File: src/rtl/chain_dma_writer.sv
module chain_dma_writer #(
  parameter int DW             = 32,
  parameter int PFN_W          = 32,
  parameter int PAGE_SHIFT     = 12,
  parameter int WORDS_PER_BUF  = 1024,
  parameter int BUFS_PER_TABLE = 511,
  parameter int CREDIT_W       = 8,
  parameter int AW             = PFN_W + PAGE_SHIFT
) (
  input  logic          clk,
  input  logic          rst_n,
  input  logic          reg_we,
  input  logic [2:0]    reg_addr,
  input  logic [DW-1:0] reg_wdata,
  input  logic          cap_valid,
  input  logic [DW-1:0] cap_data,
  output logic          cap_ready,
  output logic          overflow,
  output logic          mem_rd_req,
  output logic [AW-1:0] mem_rd_addr,
  input  logic          mem_rd_valid,
  input  logic [DW-1:0] mem_rd_data,
  output logic          mem_wr_en,
  output logic [AW-1:0] mem_wr_addr,
  output logic [DW-1:0] mem_wr_data
);
  localparam int WCW = $clog2(WORDS_PER_BUF);
  localparam int BCW = $clog2(BUFS_PER_TABLE + 1);
  localparam logic [2:0] REG_CMD = 3'd0;
  localparam logic [2:0] REG_FIRST = 3'd5;
  localparam logic [DW-1:0] CMD_START = DW'(32'h0C00_0040);
  localparam logic [DW-1:0] CMD_STOP  = DW'(32'h0808_0000);
  localparam logic [DW-1:0] CMD_CLR   = DW'(32'h0000_0010);
  localparam logic [DW-1:0] CMD_ADD   = DW'(32'h0000_0020);

  typedef enum logic [1:0] {S_IDLE, S_WAIT, S_HDR, S_FILL} state_t;

  state_t               state;
  logic [PFN_W-1:0]     first_pfn, cur_tbl, next_tbl, cur_buf, nxt_buf;
  logic                 buf_ok, nxt_ok, rd_busy, rd_drop;
  logic [WCW-1:0]       word_idx;
  logic [BCW-1:0]       buf_idx, pf_idx;
  logic [CREDIT_W-1:0]  credit;

  wire cmd_we    = reg_we && reg_addr == REG_CMD;
  wire do_start  = cmd_we && reg_wdata == CMD_START;
  wire do_stop   = cmd_we && reg_wdata == CMD_STOP;
  wire do_clr    = cmd_we && reg_wdata == CMD_CLR;
  wire do_add    = cmd_we && reg_wdata == CMD_ADD;
  wire ctl       = do_start || do_stop;
  wire rsp       = mem_rd_valid && !rd_drop;
  wire take      = cap_valid && cap_ready;
  wire last_word = word_idx == WCW'(WORDS_PER_BUF - 1);
  wire last_buf  = buf_idx == BCW'(BUFS_PER_TABLE - 1);
  wire consume   = state == S_WAIT && credit != '0 && !rd_busy && !ctl;
  wire prefetch  = state == S_FILL && !rd_busy && !nxt_ok &&
                   pf_idx < BCW'(BUFS_PER_TABLE) && !ctl;

  assign cap_ready = state == S_FILL && buf_ok;

  always_ff @(posedge clk) begin
    if (!rst_n) credit <= '0;
    else if (do_clr) credit <= '0;
    else if (do_add && !consume) begin
      if (credit != '1) credit <= credit + 1'b1;
    end else if (consume && !do_add) credit <= credit - 1'b1;
  end

  always_ff @(posedge clk) begin
    if (!rst_n) first_pfn <= '0;
    else if (reg_we && reg_addr == REG_FIRST) first_pfn <= reg_wdata[PFN_W-1:0];
  end

  always_ff @(posedge clk) begin
    if (!rst_n) begin
      mem_rd_req  <= 1'b0;
      mem_rd_addr <= '0;
      rd_busy     <= 1'b0;
      rd_drop     <= 1'b0;
    end else begin
      mem_rd_req <= consume || prefetch;
      if (consume || prefetch)
        mem_rd_addr <= {cur_tbl, {PAGE_SHIFT{1'b0}}} |
                       ((consume ? AW'(0) : AW'(pf_idx) + AW'(1)) << 2);
      if (mem_rd_valid) begin
        rd_busy <= 1'b0;
        rd_drop <= 1'b0;
      end
      if (consume || prefetch) rd_busy <= 1'b1;
      if (ctl) rd_drop <= rd_busy && !mem_rd_valid;
    end
  end

  always_ff @(posedge clk) begin
    if (!rst_n) begin
      state       <= S_IDLE;
      cur_tbl     <= '0;
      next_tbl    <= '0;
      cur_buf     <= '0;
      nxt_buf     <= '0;
      buf_ok      <= 1'b0;
      nxt_ok      <= 1'b0;
      word_idx    <= '0;
      buf_idx     <= '0;
      pf_idx      <= '0;
      overflow    <= 1'b0;
      mem_wr_en   <= 1'b0;
      mem_wr_addr <= '0;
      mem_wr_data <= '0;
    end else begin
      mem_wr_en <= take;
      if (take) begin
        mem_wr_addr <= {cur_buf, {PAGE_SHIFT{1'b0}}} | (AW'(word_idx) << 2);
        mem_wr_data <= cap_data;
      end
      if (cap_valid && !cap_ready && state != S_IDLE) overflow <= 1'b1;

      if (do_start) begin
        state    <= S_WAIT;
        cur_tbl  <= first_pfn;
        overflow <= 1'b0;
        buf_ok   <= 1'b0;
        nxt_ok   <= 1'b0;
      end else if (do_stop) begin
        state  <= S_IDLE;
        buf_ok <= 1'b0;
        nxt_ok <= 1'b0;
      end else begin
        case (state)
          S_WAIT: if (consume) state <= S_HDR;
          S_HDR: if (rsp) begin
            next_tbl <= mem_rd_data[PFN_W-1:0];
            state    <= S_FILL;
            pf_idx   <= '0;
            buf_idx  <= '0;
            word_idx <= '0;
          end
          S_FILL: begin
            if (rsp) begin
              nxt_buf <= mem_rd_data[PFN_W-1:0];
              nxt_ok  <= 1'b1;
            end
            if (prefetch) pf_idx <= pf_idx + 1'b1;
            if (take) begin
              word_idx <= last_word ? '0 : word_idx + 1'b1;
              if (last_word) begin
                if (last_buf) begin
                  state   <= S_WAIT;
                  cur_tbl <= next_tbl;
                  buf_ok  <= 1'b0;
                end else begin
                  buf_idx <= buf_idx + 1'b1;
                  buf_ok  <= nxt_ok;
                  if (nxt_ok) begin
                    cur_buf <= nxt_buf;
                    nxt_ok  <= 1'b0;
                  end
                end
              end
            end else if (!buf_ok && nxt_ok) begin
              cur_buf <= nxt_buf;
              buf_ok  <= 1'b1;
              nxt_ok  <= 1'b0;
            end
          end
          default: ;
        endcase
      end
    end
  end
endmodule

File: config.mk
export PLATFORM = sky130hd
export DESIGN_NAME = chain_dma_writer
export DESIGN_NICKNAME = d
export VERILOG_FILES = /design/src/rtl/chain_dma_writer.sv
export SDC_FILE = /design/constraint.sdc
export NUM_CORES = 1
export LEC_CHECK = 0
export ABC_AREA = 0
export BUFFER_PORTS_ARGS = -buffer_cell sky130_fd_sc_hd__buf_2
export CORE_MARGIN = 1
export CORE_UTILIZATION = 56
export CTS_CLUSTER_SIZE = 25
export DETAILED_ROUTE_END_ITERATION = 8
export PLACE_DENSITY = 0.83
export SETUP_SLACK_MARGIN = 0.4
export SLEW_MARGIN = 5
export SYNTH_ARGS = -nofsm -noshare
export SYNTH_HDL_FRONTEND = slang
export SYNTH_SLANG_ARGS = --single-unit
File: constraint.sdc
create_clock -name clk -period 4.1 [get_ports clk]
set_input_delay 1.025 -clock clk [delete_from_list [all_inputs] [get_ports clk]]
set_output_delay 1.025 -clock clk [all_outputs]
set_load 0.1 [all_outputs]
* Word-level counts from Yosys, hierarchy flattened
Index checks and enable logic that the tools add are counted.
** Word-level totals
- Bits in registers :: 325
- Bits of input ports :: 104
- Output and inout port bits :: 124
- Word-level logic and storage cells :: 169
** Cells by class
- Add/sub/neg operators :: 6
- Order comparisons :: 1
- Equal/unequal tests :: 28
- Mux-type cells :: 47
- Bitwise operators :: 5
- Reduce and logical (&&, ||, !) cells :: 61
** Operator list (number)
- 32-bit two-way mux :: 11
- 44-bit by 12-bit OR with 44-bit output :: 2
- 32-bit by 28-bit == test with 1-bit output (second input constant) :: 2
- 9-bit two-way mux :: 5
- 10-bit two-way mux :: 4
- 9-bit one-hot mux with 2 select lines :: 2
- 32-bit by 5-bit == test with 1-bit output (second input constant) :: 1
- 32-bit by 6-bit == test with 1-bit output (second input constant) :: 1
- 8-bit two-way mux :: 3
- 1-bit logical AND :: 22
- 2-bit != test (second input constant) :: 10
- 4-bit != test (second input constant) :: 5
- 10-bit one-hot mux with 2 select lines :: 1
- 2-bit nonzero test :: 10
- 9-bit by 1-bit adder with 9-bit output (second input constant) :: 2
- 1-bit two-way mux :: 15
- 5-bit AND reduction :: 3
- 7-bit AND reduction :: 2
- 6-bit AND reduction :: 2
- 10-bit by 1-bit adder with 10-bit output (second input constant) :: 1
- 9-bit by 1-bit adder with 10-bit output (second input constant) :: 1
- 10-bit == test (second input constant) :: 1
- 2-bit two-way mux :: 5
- 9-bit == test (second input constant) :: 1
- 21 further kinds :: 36

* Depth between registers and ports, before layout
- Depth in word-level cells :: 10
- Depth in mapped cells :: 11
- Gate-level depth less buffers :: 11

* Worst setup path after synthesis
OpenSTA, ideal clock, no wires.
- Path kind :: input to register
- From :: in reg_wdata[28]
- To :: reg credit[7]
- Setup time :: 0.148 ns
- Arrival :: 3.466 ns
- Data required time :: 3.952 ns
- Path slack :: 0.486 ns
- Stages :: 10
- Buffers on the path :: 0
- Cells stage by stage :: nor4_4 > nand4_4 > nor4_4 > nand2_1 > ha_1 > or3_1 > o211ai_1 > nor4b_1 > o21a_1 > nor3_1
** On the way
- Cells in the longest elaborated chain, start to end :: 9
- Elaborated cells between the ends (all ways) :: 20
- Those cells by class :: eq/ne (5); mux (1); reduce/logical (14)
** Ends and longest elaborated chain
- start, declared :: RTL line 14 : input logic [DW-1:0] reg_wdata,
- 32-bit by 28-bit == test with 1-bit output (on tied branches) :: RTL line 46, 47
- 1-bit logical AND (on tied branches) :: RTL line 46, 47
- 1-bit logical OR :: RTL line 50 : wire ctl = do_start || do_stop;
- 1-bit logical NOT :: RTL line 55 : wire consume = state == S_WAIT && credit != '0 && !rd_busy && !ctl;
- 1-bit logical AND :: RTL line 55
- 1-bit logical NOT :: RTL line 64 : else if (do_add && !consume) begin
- 1-bit logical AND :: RTL line 64
- 2-bit by 1-bit != test with 1-bit output (no source line) / 2-bit nonzero test (equally long branches)
- 2-bit AND reduction (no source line)
- end signal, assigned :: RTL line 65 : if (credit != '1) credit <= credit + 1'b1;
- end signal, assigned :: RTL line 66 : end else if (consume && !do_add) credit <= credit - 1'b1;
- end, declared :: RTL line 43 : logic [CREDIT_W-1:0] credit;
Several ways; a longest one is shown, not always the timed one.
A chain may end at the register's enable or synchronous reset.

* Worst setup path in the final report
- From :: in reg_wdata[3]
- To :: reg credit[6]
Same word-level chain as after synthesis.

==> flow_summary.toml <==
[run_status]
status = "finished with violations"
violations = "design-rule violations"

[clocking]
tritoncts = "built"
path_clk_slew_ns = 0.06
cts_root_buffer = "clkbuf_16"
htree_levels = 1
clock-sinks = 321
ctsLongestPathBuffers = 3
cts_buffers = 31
insertion_delay_ns = 0.55

[timing]
hold_viol_final = 0
fmax_mhz = 298.6
fin_setup_tns_ns = 0
fin_skew_ns = 0.01907
rsz0062_at_grt = "false"
slew_viol_final = 0
fin_crit_sh_pct = 81.68
max_slew_margin_pct = 27.77
setup_viol = 0
tightest_slew_ns = 1.083
post-route-min-period_ns = 3.349

[placed_design]
dp_hpwl_mm = 21.12
place.gp.congestion = 0.8473
portBuffers = 223

[yosys]
async_flop_share_pct = 0
netlist_top_cells_area = "dfxtp_1 (51%), nand2_1 (12%), a21oi_1 (7.9%), mux2i_1 (5.3%), nor2_1 (2.9%)"
yosysTopAreaCell = "dfxtp_1"
ys_ff_latch = 321
synth_ff_type = "dfxtp_1"
yosysMostFrequentCell = "nand2_1"
synth.top_cell.area_share_pct = 50.79
syn_area_per_cell_sq_um = 8.458
synthTopCellsByCount = "nand2_1 (409), dfxtp_1 (321), a21oi_1 (199)"
seq_area_frac_synth_pct = 50.79
synth_edf_count = 0
ys_warn_count = 0
ys_types = 64
syn_area_sq_um = 12650
syn_inst = 1496

[route]
remaining_drc_errors = 18
ant_nets = 0
wl_mm = 31.01
viasPerCell = 5.514
drt_iter0_drc = 611
via_count = 10884
wire_per_inst_microns = 15.71
dr.pass1.iters = 7

[hold_path]
hp-class = "flip-flop to flip-flop"

[power_and_ir_drop]
leakagePower_nw = 5.639
powerDensity_nw_per_um2 = 409.0
irDropWorstVdd_uv = 334.7

[grt]
grt.total_usage_pct = 26.50
grt_pass1_wl_mm = 50.71
grt_pass1_vias = 10482
antenna_found_initial = 2
grt_max_degree = 80
grt_overflow = 0

[floorplan]
initial_utilization_pct = 57.62
fp.coreArea_sq_um = 21960
die_area_sq_um = 23200
rows = 54
die_h_microns = 152.3
top_level_ports = 228
fp.dieW_microns = 152.3

[critical_path]
critPathCaptureType = "flip-flop"
path_class = "input port to flip-flop"
cp_data_required_time_ns = 4.53
cp_data_arrival_time_ns = 3.78
cp_max_fo = 7
cp-start-kind = "input port"

[finish]
drive_gt1_share_pct = 19.42
finish.utilization_pct = 67.95
areaGrowthSynthToFinish_pct = 17.93
n_antenna_cell = 0
nNetsFinal = 1789

[run]
maxCapViolations = 0
==> kinds of logic (layout without fill, tap and decap cells) <==
family	count (synthesis)	count (layout)	synth area share, %
fa+ha+maj	11	11	1.147
other cells	1	4	0.02964
compound gates	305	305	13.66
buf+inv	111	306	3.846
xor+xnor	28	28	1.938
simple gates	652	652	23.30
mux	67	67	5.300
flops	321	321	50.79
==> final timing paths <==
check / slack [ns] / cells after the start / end / startpoint
worst max-delay path: 0.75 / 12 / credit[6]$_SDFFE_PP0P_ / reg_wdata[3]
worst min-delay path: 0.45 / 2 / mem_wr_addr[42]$_SDFFE_PN0P_ / mem_wr_addr[42]$_SDFFE_PN0P_
worst min register to register: 0.45 / 2 / mem_wr_addr[42]$_SDFFE_PN0P_ / mem_wr_addr[42]$_SDFFE_PN0P_
worst max register to register: 1.08 / 11 / credit[6]$_SDFFE_PP0P_ / credit[0]$_SDFFE_PP0P_
==> cell usage in the layout (no fill, tap or decap), types with 5 or more instances in the layout <==
master       n
nand2_1    408
dfxtp_1    321
buf_2      223
a21oi_1    199
nor2_1      99
mux2i_1     67
nand3_1     55
o21ai_0     43
a211oi_1    34
clkbuf_16   31
buf_4       21
xor2_1      17
nand4_1     15
and3_1      11
xnor2_1     11
clkbuf_8    11
ha_1        10
nor3_1       9
nor4_4       8
inv_1        5
nor4_1       5
clkbuf_1     5
==> metrics by stage <==
step / cell area (sq um) / worst slack, ns / cells / hold WS, ns / total power [mW]
final: 14920 / 0.7511 / 1974 / 0.4501 / 6.104
after global routing: 14920 / 0.5221 / 1974 / 0.4674 / 6.268
after CTS: 14920 / 0.6938 / 1974 / 0.4519 / 6.135
after detailed placement: 13910 / 0.1343 / 1921 / 0.4437 / 3.385
after global placement: 13910 / 0.2259 / 1921 / 0.4379 / 3.383
after floorplan: 12660 / 0.4855 / 1499 / 0.4313 / 3.289
==> report_power, final <==
part	internal, mW	total [mW]	switching [mW]	leakage [nW]
Sequential	3.13	3.13	0.00336	2.59
Clock	1.64	2.79	1.15	0.501
Combinational	0.0557	0.188	0.133	2.55
==> metal layers <==
layer / part of all wire, % / global-route usage, % / vias to the layer above
li1: - / - / 5408
met4: 4.0 / 10.84 / 2
met1: 41 / 31.86 / 5097
met2: 49 / 46.94 / 299
met3: 5.5 / 4.437 / 78
met5: 0.042 / 0 / -
==> flip-flops by register name, summed over array words and instances, names as in the netlist, 2 cells and up <==
name and flops:
buf_idx 9, credit 8, cur_buf 32, cur_tbl 32
first_pfn 32, mem_rd_addr 42, mem_wr_addr 42, mem_wr_data 32
next_tbl 32, nxt_buf 32, pf_idx 9, state 2
word_idx 10
==> repair_timing <==
action	CTS	global route
hold buffers	0	0
buffers inserted	0	0
endpoints found under the setup margin	0	1
gates resized for setup	0	1
==> worst max-delay path, cell delays in order <==
cell and delay, ns:
buf_2 0.12, nor4_4 0.44, nand4_4 0.21, nor4_4 0.31, nand2_1 0.24, fa_1 0.47, a21o_1 0.20, a21oi_1 0.25
o21bai_1 0.11, a21oi_1 0.17, xor2_1 0.16, o31ai_1 0.07
==> area by class of cell <==
class | count | area (sq um)
inverter | 6 | 27.53
sequential | 321 | 6426
tap | 280 | 350.3
clock buffer | 47 | 945.9
multi-input combinational | 1067 | 5779
clock inverter | 6 | 58.81
fill | 1801 | 7037
timing repair buffer | 247 | 1334
No activity file was read; power rests on OpenSTA's default activity.
